==> src/rtl/psd_pkg.sv <==
package psd_pkg;
  localparam int MODE_W    = 2;
  localparam int NUM_MODES = 1 << MODE_W;
  typedef logic [MODE_W-1:0] psd_mode_t;
endpackage

==> src/rtl/psd_prescaler.sv <==
// Dual-modulus prescaler: one period lasts p_val clocks, or p_val+1 when plus is set.
module psd_prescaler #(
  parameter int CW = 7
) (
  input  logic          clk,
  input  logic          rst,
  input  logic [CW-1:0] p_val,
  input  logic          plus,
  output logic [CW-1:0] cnt,
  output logic          tc
);
  logic [CW-1:0] lim;

  assign lim = plus ? p_val : (p_val - CW'(1));
  assign tc  = (cnt == lim);

  always_ff @(posedge clk) begin
    if (rst || tc) cnt <= '0;
    else           cnt <= cnt + CW'(1);
  end
endmodule

==> src/rtl/psd_swallow.sv <==
// Swallow (A) and main (B) counters; both step once per prescaler period.
module psd_swallow #(
  parameter int AW = 6,
  parameter int BW = 13
) (
  input  logic          clk,
  input  logic          rst,
  input  logic          tc,
  input  logic [AW-1:0] a_val,
  input  logic [BW-1:0] b_val,
  output logic          mod_hi,
  output logic          cyc_end
);
  logic [AW-1:0] a_rem;
  logic [BW-1:0] b_rem;
  logic          last;

  assign last    = (b_rem <= BW'(1));
  assign cyc_end = tc && last;
  assign mod_hi  = (a_rem != '0);

  always_ff @(posedge clk) begin
    if (rst || cyc_end) begin
      a_rem <= a_val;
      b_rem <= b_val;
    end else if (tc) begin
      b_rem <= b_rem - BW'(1);
      if (mod_hi) a_rem <= a_rem - AW'(1);
    end
  end
endmodule

==> src/rtl/psd_cfg_check.sv <==
// Combinational legality test of a settings triple.
module psd_cfg_check
  import psd_pkg::*;
#(
  parameter int AW = 6,
  parameter int BW = 13,
  parameter int PL = 3
) (
  input  psd_mode_t     mode,
  input  logic [AW-1:0] a,
  input  logic [BW-1:0] b,
  output logic          ok
);
  localparam int NW_A = BW + PL + 4;
  localparam int NW_B = 2 * PL + 8;
  localparam int NW   = (NW_A > NW_B) ? NW_A : NW_B;

  logic [NW-1:0] p_tab [NUM_MODES];
  logic [NW-1:0] p, n, floor_n;

  for (genvar m = 0; m < NUM_MODES; m++) begin : g_ptab
    assign p_tab[m] = NW'(1) << (PL + m);
  end

  assign p       = p_tab[mode];
  assign n       = NW'(b) * p + NW'(a);
  assign floor_n = p * p - p;
  assign ok      = (b >= BW'(3)) && (NW'(a) <= NW'(b)) && (n >= floor_n);
endmodule

==> src/rtl/psd_divider.sv <==
module psd_divider
  import psd_pkg::*;
#(
  parameter int AW          = 6,
  parameter int BW          = 13,
  parameter int P_BASE_LOG2 = 3
) (
  input  logic          clk,
  input  logic          rst,
  input  logic [1:0]    mode_sel,
  input  logic [AW-1:0] a_val,
  input  logic [BW-1:0] b_val,
  output logic          div_out,
  output logic          mod_ctl,
  output logic          cfg_ok
);
  localparam int P_MAX = 1 << (P_BASE_LOG2 + MODE_W + 1);
  localparam int CW    = $clog2(P_MAX + 1);

  psd_mode_t     mode_q;
  logic [CW-1:0] p_val;
  logic [CW-1:0] pre_cnt;
  logic          pre_tc;
  logic          cyc_end;
  logic          mod_hi;
  logic          ok_c;

  // prescaler choice is held for the whole division cycle
  always_ff @(posedge clk) begin
    if (rst || cyc_end) mode_q <= psd_mode_t'(mode_sel);
  end

  assign p_val = CW'(1) << (P_BASE_LOG2 + int'(mode_q));

  psd_prescaler #(.CW(CW)) u_pre (
    .clk   (clk),
    .rst   (rst),
    .p_val (p_val),
    .plus  (mod_hi),
    .cnt   (pre_cnt),
    .tc    (pre_tc)
  );

  psd_swallow #(.AW(AW), .BW(BW)) u_swl (
    .clk     (clk),
    .rst     (rst),
    .tc      (pre_tc),
    .a_val   (a_val),
    .b_val   (b_val),
    .mod_hi  (mod_hi),
    .cyc_end (cyc_end)
  );

  psd_cfg_check #(.AW(AW), .BW(BW), .PL(P_BASE_LOG2)) u_chkcfg (
    .mode (psd_mode_t'(mode_sel)),
    .a    (a_val),
    .b    (b_val),
    .ok   (ok_c)
  );

  always_ff @(posedge clk) begin
    if (rst) begin
      div_out <= 1'b0;
      cfg_ok  <= 1'b0;
    end else begin
      div_out <= cyc_end;
      cfg_ok  <= ok_c;
    end
  end

  assign mod_ctl = mod_hi;
endmodule

==> config.mk <==
export PLATFORM = sky130hd
export DESIGN_NAME = psd_divider
export DESIGN_NICKNAME = d
export VERILOG_FILES = /design/src/rtl/psd_pkg.sv /design/src/rtl/psd_prescaler.sv /design/src/rtl/psd_swallow.sv /design/src/rtl/psd_cfg_check.sv /design/src/rtl/psd_divider.sv
export SDC_FILE = /design/constraint.sdc
export NUM_CORES = 1
export LEC_CHECK = 0
export ABC_AREA = 1
export ABC_CLOCK_PERIOD_IN_PS = 5100
export BUFFER_PORTS_ARGS = -buffer_cell sky130_fd_sc_hd__buf_2
export CAP_MARGIN = 15
export CORE_MARGIN = 3
export CORE_UTILIZATION = 35
export DETAILED_ROUTE_END_ITERATION = 10
export GPL_ROUTABILITY_DRIVEN = 0
export HOLD_SLACK_MARGIN = 0.03
export MAX_ROUTING_LAYER = met4
export SYNTH_ARGS = -nofsm -noshare
export SYNTH_HDL_FRONTEND = slang
export SYNTH_SLANG_ARGS = --single-unit
==> constraint.sdc <==
create_clock -name clk -period 5.1 [get_ports clk]
set_input_delay 0.255 -clock clk [delete_from_list [all_inputs] [get_ports clk]]
set_output_delay 0.255 -clock clk [all_outputs]
set_load 0.03 [all_outputs]
==> results.md <==
- Status: completed
- Switching power: approximately 470 uW
- CP startpoint kind: input pin
- Syn Area/Cell: between 7 and 8 sq um
- Synth area leaders: ha_1, nand2_1, edfxtp_1
- H-Tree Depth: 2
- Pwr Density: a little over 200 nW/um^2
- Synth top area share: about 28%
- Final ANT Viol Nets: 0
- Hpwl dp: ~9.2 mm
- Cell Area, Synth: 5070 sq um
- Die height: roughly 130 um
- Switching portion of total power: ~37%
- Arrival @ worst endpoint: ~5 ns
- Finished layout cell area: 6180 sq um
- Initial Util: 36.1%
- CP max FO: 5
- Vias in the first global route: roughly 4k
- Core Util, Final: 44.0%
- Largest net degree at the start of global routing: 24
- Non-filler cells, final: just over 900
- Placeable Area: 14000 sq um
- Combinational power share: approximately 48%
- Fin nets: 904
- Setup Skew: ~0.0065 ns
- Mapped Cells: between 600 and 700
- Area Overhead vs Synth: 21.8%
- # setup viols final: 0
- Clock share of power: about 26%
- First-pass DRT Iterations: 4
- Total clock buffers created by CTS: 5
- Count of hold-fix buffers inserted at cts: 0
- Clock sink total: 30
- Cell Area, Placed: approximately 5700 sq um
- Starting DRT DRC Count: 200
- Initial antenna violation count: 0
- P_int: around 800 uW
- Yosys cell types: 37
- IO Count: 26
- Max-Cap Viols: 0
- Final Hold Fails: 0
- Total Routing Usage GR: around 15%
- Placed insts: 913
- Worst-Skew Late Latency: approximately 0.28 ns
- Die width: roughly 130 um
- Worst slew pin tran: between 0.8 and 0.9 ns
- Hold Crit Class: in -> reg
- CTS tree: yes
- Max frequency: roughly 200 MHz
- Die Area: approximately 16000 sq um
- Max-slew headroom: 44.5%
- Critical path class: in -> reg
- # port buffers: 25
- Layout cells sized above 1: around 19%
- Remaining global-route overflow: 0
- Fillers: 1405
- Clock Tree Root: clkbuf_16
- First-pass GRT wire length: about 19 mm
- Sequential share of power: 27.1%
- Leakage power: approximately 0.0035 uW
- Period utilisation layout: 97.0%
- DRC Markers: 0
- Wire per inst: 12.3 um
- YS warnings: 0
- # diodes: 0
- R2r setup slk: between 2 and 3 ns
- Via count: approximately 4.4k
- Max Slew Vio Count: 0
- Detailed Route WL: around 11 mm
- Setup crit end kind: flip-flop
- CTS max path bufs: 2
- Worst Path Required: 5.26 ns
- DR vias/cell: ~4.7
- Final Critical Period: a little under 5 ns
- Max VDD drop: about 0.12 mV
- Rows: 43
- Leading area contributor after synthesis: ha_1
- Clk pin slew, worst setup/hold paths: around 0.06 ns
- Synth Register Bits: 30
- Sequential-to-total area share from yosys stat: roughly 16%
==> path summary, 6_finish.rpt <==
path | startpoint | endpoint | cells past startpoint
max reg2reg | u_swl.a_rem[0]$_DFFE_PP_ | u_swl.a_rem[5]$_DFFE_PP_ | 12
min | rst | div_out$_SDFF_PP0_ | 2
min reg2reg | u_pre.cnt[0]$_SDFF_PP0_ | u_pre.cnt[0]$_SDFF_PP0_ | 1
max | mode_sel[0] | cfg_ok$_SDFF_PP0_ | 28
==> power groups by stage <==
stage	combinational (uW)	clock, uW	sequential, uW
CTS	536	323	339
finish	594	319	339
global route	684	330	345
global placement	528	0	344
detailed placement	530	0	344
floorplan	379	0	338
==> kinds of logic (layout without fill, tap and decap cells) <==
logic type               count (synthesis)  after routing  synth area share, %
AND/OR/NAND/NOR                        296            296                 25.4
flip-flops                              30             30                 16.0
AO/OA/AOI/OAI                           41             41                 4.64
buffers and inverters                  134            201                 10.6
other                                    1              4               0.0739
XOR/XNOR                                36             36                 6.22
adder cells (fa/ha/maj)                137            137                 37.1
==> Yosys cell counts <==
cell,instances
nand2_1,173
inv_1,120
ha_1,115
nand3_1,46
nor2_1,42
fa_1,22
edfxtp_1,21
xor2_1,20
a21oi_1,17
xnor2_1,16
o21ai_0,10
dfxtp_1,9
nor3_1,9
nand4_1,7
clkbuf_1,6
buf_6,4
nand3b_1,4
or2_2,4
a31oi_1,3
nor4_1,3
a211oi_1,2
a21o_1,2
buf_1,2
nand3_4,2
nor2_2,2
nor2_4,2
o21a_1,2
a21boi_0,1
buf_2,1
clkinv_4,1
conb_1,1
nand2_2,1
nand2_4,1
o21ai_1,1
o21ai_2,1
o21bai_1,1
o31ai_1,1
==> placed cells by master (no fill, tap or decap), types with 16 or more instances in the layout <==
cell / n
ha_4: 16
xor2_1: 20
inv_1: 116
nor2_1: 39
nand3_1: 44
edfxtp_1: 21
nand2_1: 170
buf_4: 47
fa_1: 20
ha_1: 96
xnor2_1: 16
buf_2: 25
==> cell type report <==
| cell class | count | area (sq um) | share of cell area (%) |
|---|---|---|---|
| clock buffer | 6 | 150 | 2.43 |
| clock inverter | 2 | 10.0 | 0.162 |
| inverter | 121 | 459 | 7.43 |
| multi-input combinational | 514 | 4050 | 65.5 |
| sequential | 30 | 811 | 13.1 |
| tap | 180 | 225 | 3.65 |
| timing repair buffer | 72 | 478 | 7.74 |
==> what timing repair did <==
action,CTS,global route
gates cloned,0,0
pin swaps,0,17
setup endpoints to repair,1,1
resized for setup,1,49
setup buffers,0,4
==> critical path: stages <==
cell	delay (ns)
buf_2	0.12
buf_4	0.14
ha_4	0.16
buf_4	0.15
nand2_1	0.06
inv_1	0.05
fa_1	0.44
ha_1	0.29
ha_1	0.34
ha_4	0.26
fa_1	0.48
ha_1	0.30
ha_1	0.29
buf_4	0.14
nand2_1	0.07
nor2_1	0.04
nor2_1	0.10
nand2_2	0.10
nand2_2	0.08
nand2_1	0.07
a31oi_2	0.18
xor2_1	0.16
inv_1	0.06
ha_1	0.21
a21oi_2	0.18
nor3_4	0.06
a211oi_4	0.22
a21oi_1	0.09
==> through the flow <==
| step | setup slack, ns | total power [uW] | hold slack [ns] | setup TNS (ns) |
|---|---|---|---|---|
| 6_report | 0.153 | 1250 | 0.145 | 0 |
| 5_1_grt | -0.0611 | 1360 | 0.154 | -0.0611 |
| 4_1_cts | 0.00289 | 1200 | 0.143 | 0 |
| 3_5_place_dp | -0.344 | 874 | 0.433 | -0.344 |
| 3_3_place_gp | -0.273 | 872 | 0.430 | -0.273 |
| 2_1_floorplan | 0.0350 | 717 | 0.327 | 0 |
==> per-layer routing <==
layer | vias to the layer above | part of all wire, % | routed length (um) | GRT usage, %
met5 | - | 0 | 0 | -
met4 | 0 | 0.59 | 67 | 2.27
met3 | 5 | 2.1 | 237 | 1.35
met2 | 48 | 48 | 5480 | 23.6
met1 | 1999 | 49 | 5580 | 20.3
li1 | 2300 | - | - | -
==> state kept, by name (all words and copies together), names as in the netlist <==
signal / flops
cfg_ok: 1
div_out: 1
mode_q: 2
u_pre.cnt: 7
u_swl.a_rem: 6
u_swl.b_rem: 13
(Power assumes the default switching activity.)
